==> config.mk <==
export PLATFORM = sky130hd
export DESIGN_NAME = oac_link_fsm
export DESIGN_NICKNAME = d
export VERILOG_FILES = /design/src/rtl/oac_pkg.sv /design/src/rtl/oac_link_fsm.sv
export SDC_FILE = /design/constraint.sdc
export NUM_CORES = 1
export LEC_CHECK = 0
export BUFFER_PORTS_ARGS = -buffer_cell sky130_fd_sc_hd__buf_2
export CAP_MARGIN = 0
export CORE_AREA = 3 3 40 42
export DETAILED_ROUTE_END_ITERATION = 12
export DIE_AREA = 0 0 43 45
export GPL_TIMING_DRIVEN = 0
export PLACE_DENSITY = 0.42
export SYNTH_ARGS = -nofsm -noshare
export SYNTH_HDL_FRONTEND = slang
export SYNTH_SLANG_ARGS = --single-unit
==> constraint.sdc <==
create_clock -name clk -period 1.5 [get_ports clk]
set_clock_uncertainty 0.1 [all_clocks]
set_input_delay 0.45 -clock clk [delete_from_list [all_inputs] [get_ports clk]]
set_output_delay 0.45 -clock clk [all_outputs]
set_load 0.01 [all_outputs]
==> src/rtl/oac_pkg.sv <==
package oac_pkg;

    // Field geometry of the activation sequence
    localparam int FIELD_W    = 4;
    localparam int NUM_FIELDS = 3;
    localparam int SEQ_LEN    = FIELD_W * NUM_FIELDS;
    localparam int CNT_W      = $clog2(SEQ_LEN + 1);

    // Supported field values (each sent bit 0 first)
    localparam logic [FIELD_W-1:0] ACT_STAR2   = 4'b1100;
    localparam logic [FIELD_W-1:0] EXT_SHORT   = 4'b1000;
    localparam logic [FIELD_W-1:0] CHECK_ZERO  = 4'b0000;

    typedef enum logic [1:0] {
        LINK_OFFLINE = 2'd0,
        LINK_COLLECT = 2'd1,
        LINK_ONLINE  = 2'd2
    } link_state_e;

    typedef struct packed {
        logic [SEQ_LEN-1:0] word;
        logic [CNT_W-1:0]   count;
    } capture_t;

    // First-sent field ends up in the low bits of the collected word
    function automatic logic [SEQ_LEN-1:0] pack_fields(
        input logic [FIELD_W-1:0] act_f,
        input logic [FIELD_W-1:0] ext_f,
        input logic [FIELD_W-1:0] chk_f
    );
        return {chk_f, ext_f, act_f};
    endfunction

    // Newest bit enters at the top, so the first bit lands at bit 0
    function automatic logic [SEQ_LEN-1:0] shift_bit(
        input logic [SEQ_LEN-1:0] word,
        input logic               bit_in
    );
        return {bit_in, word[SEQ_LEN-1:1]};
    endfunction

    localparam logic [SEQ_LEN-1:0] DEFAULT_PATTERN =
        pack_fields(ACT_STAR2, EXT_SHORT, CHECK_ZERO);

endpackage

==> src/rtl/oac_link_fsm.sv <==
module oac_link_fsm
    import oac_pkg::*;
(
    input  logic        clk,
    input  logic        rst,
    input  logic        start,
    input  logic        cancel,
    input  logic        last_bit,
    input  logic        all_ok,
    output logic        collecting,
    output logic        clear_cap,
    output logic        active,
    output logic        abort
);

    link_state_e state_q, state_n;
    logic        abort_n, abort_q;

    always_comb begin
        state_n   = state_q;
        abort_n   = 1'b0;
        clear_cap = 1'b0;
        unique case (state_q)
            LINK_OFFLINE: begin
                if (start) begin
                    state_n   = LINK_COLLECT;
                    clear_cap = 1'b1;
                end
            end
            LINK_COLLECT: begin
                if (cancel) begin
                    state_n   = LINK_OFFLINE;
                    abort_n   = 1'b1;
                    clear_cap = 1'b1;
                end else if (start) begin
                    state_n   = LINK_COLLECT;
                    clear_cap = 1'b1;
                end else if (last_bit) begin
                    if (all_ok) begin
                        state_n = LINK_ONLINE;
                    end else begin
                        state_n = LINK_OFFLINE;
                        abort_n = 1'b1;
                    end
                end
            end
            LINK_ONLINE: begin
                if (cancel) state_n = LINK_OFFLINE;
            end
            default: state_n = LINK_OFFLINE;
        endcase
    end

    always_ff @(posedge clk) begin
        if (rst) begin
            state_q <= LINK_OFFLINE;
            abort_q <= 1'b0;
        end else begin
            state_q <= state_n;
            abort_q <= abort_n;
        end
    end

    assign collecting = (state_q == LINK_COLLECT);
    assign active     = (state_q == LINK_ONLINE);
    assign abort      = abort_q;

    AST_ABORT_SINGLE: assert property (@(posedge clk) disable iff (rst)
        abort |=> !abort);

    AST_ABORT_NOT_ACTIVE: assert property (@(posedge clk) disable iff (rst)
        abort |-> !active);

    AST_ACTIVE_ON_LAST: assert property (@(posedge clk) disable iff (rst)
        $rose(active) |-> $past(last_bit));

    AST_OFFLINE_HOLDS: assert property (@(posedge clk) disable iff (rst)
        (state_q == LINK_OFFLINE && !start) |=> (state_q == LINK_OFFLINE));

    AST_ONLINE_STICKY: assert property (@(posedge clk) disable iff (rst)
        (active && !cancel) |=> active);

    AST_CANCEL_DROPS: assert property (@(posedge clk) disable iff (rst)
        cancel |=> !active);

endmodule

Word level (Yosys, flattened, before mapping)
Index checks and enable logic that the tools add are counted.

operators by class
  equal/unequal tests = 5
  shift operators = 0
  $lt $le $gt $ge = 0
  add/sub/neg operators = 0
  reduce and logical (&&, ||, !) cells = 3
  multiply operators = 0
  bitwise logic cells = 1
  mux-type cells = 14
  divide/modulo/power cells = 0

operator list
  cell                  count
  $mux W2               6
  $mux W1               6
  $pmux W2 S3           1
  $ne A2 B2 Y1 const B  2
  $ne A4 B4 Y1 const B  1
  $reduce_and A3 Y1     1
  $eq A2 B1 Y1 const B  1
  $eq A2 B2 Y1 const B  1
  $logic_not A2 Y1      1
  $pmux W1 S2           1
  $reduce_or A2 Y1      1
  $not A1 Y1            1

word-level totals
  register bits after elaboration = 3
  bits in read-only memories = 0
  input port bits = 6
  memories kept = 0
  latch bits = 0
  RAM bits = 0

Logic depth before layout (Yosys ltp)
  depth in word-level cells = 5
  mapped depth = 2
  gate-level depth less buffers = 2

Worst setup path after synthesis
No wires, ideal clock.

  path type = input-to-output
  start = input port cancel
  end = output port clear_cap
  path slack = 287 ps
  arrival time = 663 ps
  data required time = 950 ps
  stages = 2
  path through = a21oi_1 -> nor2_1

between the ends
  longest elaborated chain between the ends = 2

RTL lines
  item             RTL line            text
  start, declared  oac_link_fsm.sv:7   input logic cancel,
  $mux W1          oac_link_fsm.sv:31  if (cancel) begin
  $pmux W1 S2      oac_link_fsm.sv:23  unique case (state_q)
  end, declared    oac_link_fsm.sv:11  output logic clear_cap,

Every way passes these cells.

Worst setup path after layout
  start = register state_q[1]
  end = output port collecting

between the ends
  longest elaborated chain between the ends = 1

RTL lines
  item                    RTL line            text
  start, declared         oac_link_fsm.sv:16  link_state_e state_q, state_n;
  start signal, assigned  oac_link_fsm.sv:59  state_q <= state_n;
  $eq A2 B1 Y1            oac_link_fsm.sv:64  assign collecting = (state_q == LINK_COLLECT);
  end, declared           oac_link_fsm.sv:10  output logic collecting,

Every way passes these cells.

==> summary.txt <==
Status
  – Outcome: complete, no violations

Critical path
  – Worst R2R Setup Slack: roughly 580 ps
  – WS Path Type: reg -> out
  – R2R depth: 2
  – Crit Reg-Reg Startpoint: state_q[0]
  – CP endpoint: collecting
  – Worst Path Arrival: 910 ps
  – Worst r2r dst: state_q[1]
  – CP required: 950 ps
  – Critical path peak fanout: 5
  – CP startpoint kind: register
  – Critical path endpoint category: output port
  – Critical path launch point: state_q[1]

Detailed routing
  – Router iterations before antenna repair: 3
  – WL/cell: 9.667 um
  – Total Routed Length: around 440 um
  – DR vias/cell: 3.867
  – Met2 wire len: about 150 um
  – Metal-1 WL: 211 um
  – Via Count: around 170
  – Initial DRC Count: 2
  – WL met3: 71 um
  – # DRC: 0
  – Top layer in use: met4
  – Detail Route Antenna Nets: 0

Clock network
  – Clk_lat worst skew: around 230 ps
  – Clock Root Buffer: clkbuf_4
  – CTS H-tree lvls: 1
  – CTS Buf Count: 3
  – CTS tree: done
  – # hold bufs at CTS: 0
  – Clock sink count: 3
  – Clock-pin slew on the worst setup and hold paths: roughly 40 ps
  – Number of post-CTS setup repair buffers: 0
  – CTS Buffer Depth: 2
  – Post-CTS Resized: 2

Logic synthesis
  – Post-synth top area share: between 30% and 40%
  – Cell Area, Synth: roughly 160 um2
  – Post-Synthesis Cells: 17
  – Sequential area share after synthesis: between 30% and 40%
  – Proportion of synthesized area in mux cells: 0%
  – Yosys warnings: 0
  – Largest family of logic cells by synthesized area: simple AND/OR/NAND/NOR gates
  – Yosys cell types: 13
  – #FFs+latches synth: 3
  – Cell accounting for the most synthesized area: dfxtp_1
  – Synthesized net count: 23
  – Synth Area in Simple Gates: 35.94%
  – Synth top area cells: dfxtp_1, nor3b_1, and4bb_1, o211a_1, a22o_1
  – Compound-gate portion of the synthesized area: roughly a quarter
  – Syn avg cell area: around 9.4 um2
  – Synth Area in XOR/XNOR: 0%
  – Adder-cell share of the synthesized area: 0%

Global route
  – First-pass GRT wire length: about 730 um
  – Pin count of the biggest net entering global routing: 7
  – Grt ovf: 0
  – Via count of the first global-routing pass: between 150 and 200
  – Initial antenna violation count: 0
  – GRT Resource Usage Total: 5.579%

STA
  – Fin crit period: between 1000 and 1500 ps
  – Slew @ Worst Pin: approximately 200 ps
  – RSZ-0062 raised after global routing: false
  – Final Hold Viols: 0
  – Slew headroom: just under 90%
  – FMAX: just under 700 MHz
  – Post-Route Setup TNS: 0 ps
  – Final period utilization: 97.04%
  – # setup viols final: 0
  – Max-slew violation count: 0

Floorplan
  – Cell Rows: 13
  – Core Box Area: about 1300 um2
  – I/O pin total: 10
  – Die X: 43 um
  – Die height: 45 um
  – Starting Density: 12.46%
  – Die ar.: around 1900 um2

Min path
  – Hold WC Path Type: in -> reg

Layout
  – Fraction of final layout cells with drive strength greater than 1: between 50% and 60%
  – Area delta synth->final: 59.37%
  – Layout Cells excl Fill: between 40 and 50
  – Ant diodes: 0
  – Final nets: 37

Placed design
  – Number of port buffers: 9
  – Cell count after placement: 41
  – Final HPWL DP: 330 um
  – GPL Wtd Cong: ~0.60

Power and ir drop
  – Static Leak: between 0.1 and 0.15 nW
  – Pwr/cell area: between 1000 and 1500 nW/um2
  – Worst vdd ir: 190.3 uV

Run
  – Maxcap violations: 0
[routing by layer]
metal | GRT usage [%] | vias up
met1 | 6.988 | 72
met3 | 3.984 | 2
met2 | 5.689 | 10
met4 | 5.422 | 0
met5 | 0 | -
li1 | - | 90
[registers in the layout, indices dropped and copies added (netlist names)]
| name | flops |
|---|---|
| abort | 1 |
| state_q | 2 |
[cells in the final DEF (no fill, tap or decap), types with 2 or more instances in the layout]
cell type	netlist	layout
nor3b_1	2	2
buf_2	0	9
nor2_1	2	2
clkbuf_4	0	3
[final cells by class]
type	count	area [um2]
tap	15	18.77
inverter	1	3.754
multi-input combinational	13	96.34
fill	154	1030
sequential	3	65.06
clock buffer	4	26.28
timing repair buffer	9	45.04
[cells by family (layout without fill, tap and decap cells)]
group                  Yosys count  in the layout
buffers and inverters            1             14
DFF                              3              3
AOI/OAI and AO/OA                5              5
and+or+nand+nor                  8              8
[synthesized netlist by cell type]
cell type	n
a211oi_1	1
a21oi_1	1
a22o_1	1
and2b_1	1
and4bb_1	1
dfxtp_1	3
inv_1	1
nor2_1	2
nor2b_1	1
nor2b_2	1
nor3b_1	2
o211a_1	1
o21a_1	1
[worst max-delay path, cell delays in order (launching register included)]
cell and delay (ps):
dfxtp_4 350, and2b_1 180, buf_2 140
[power breakdown]
part	total (W)	internal (W)	switching, W
clock	0.000140	0.0000996	0.0000407
combinational	0.0000320	0.0000163	0.0000157
sequential	0.0000856	0.0000822	0.00000341
[through the flow]
step           power [W]  cell area, um2  setup slack, ps  hold slack, ps  util (%)
2_1_floorplan  0.0001022           160.2            286.8           419.7         -
3_3_place_gp   0.0001189           224.0            51.95           480.9     17.43
3_5_place_dp   0.0001197           224.0            49.62           482.9     17.43
4_1_cts        0.0002696           252.7            27.41           370.3     19.67
5_1_grt        0.0002833           255.2            10.96           396.8     19.86
6_report       0.0002579           255.2            44.36           388.3     19.86
[how the worst min path moves through the flow]
stage	from	endpoint	slack, ps	depth (start not counted)
6_report	start	state_q[0]	390	2
5_1_grt	start	state_q[0]	400	2
4_1_cts	start	state_q[0]	370	2
3_5_place_dp	state_q[1]	state_q[0]	480	2
3_3_place_gp	state_q[1]	state_q[0]	480	2
2_1_floorplan	state_q[1]	state_q[0]	420	2
Note: power is estimated with default switching activity, not from simulation.
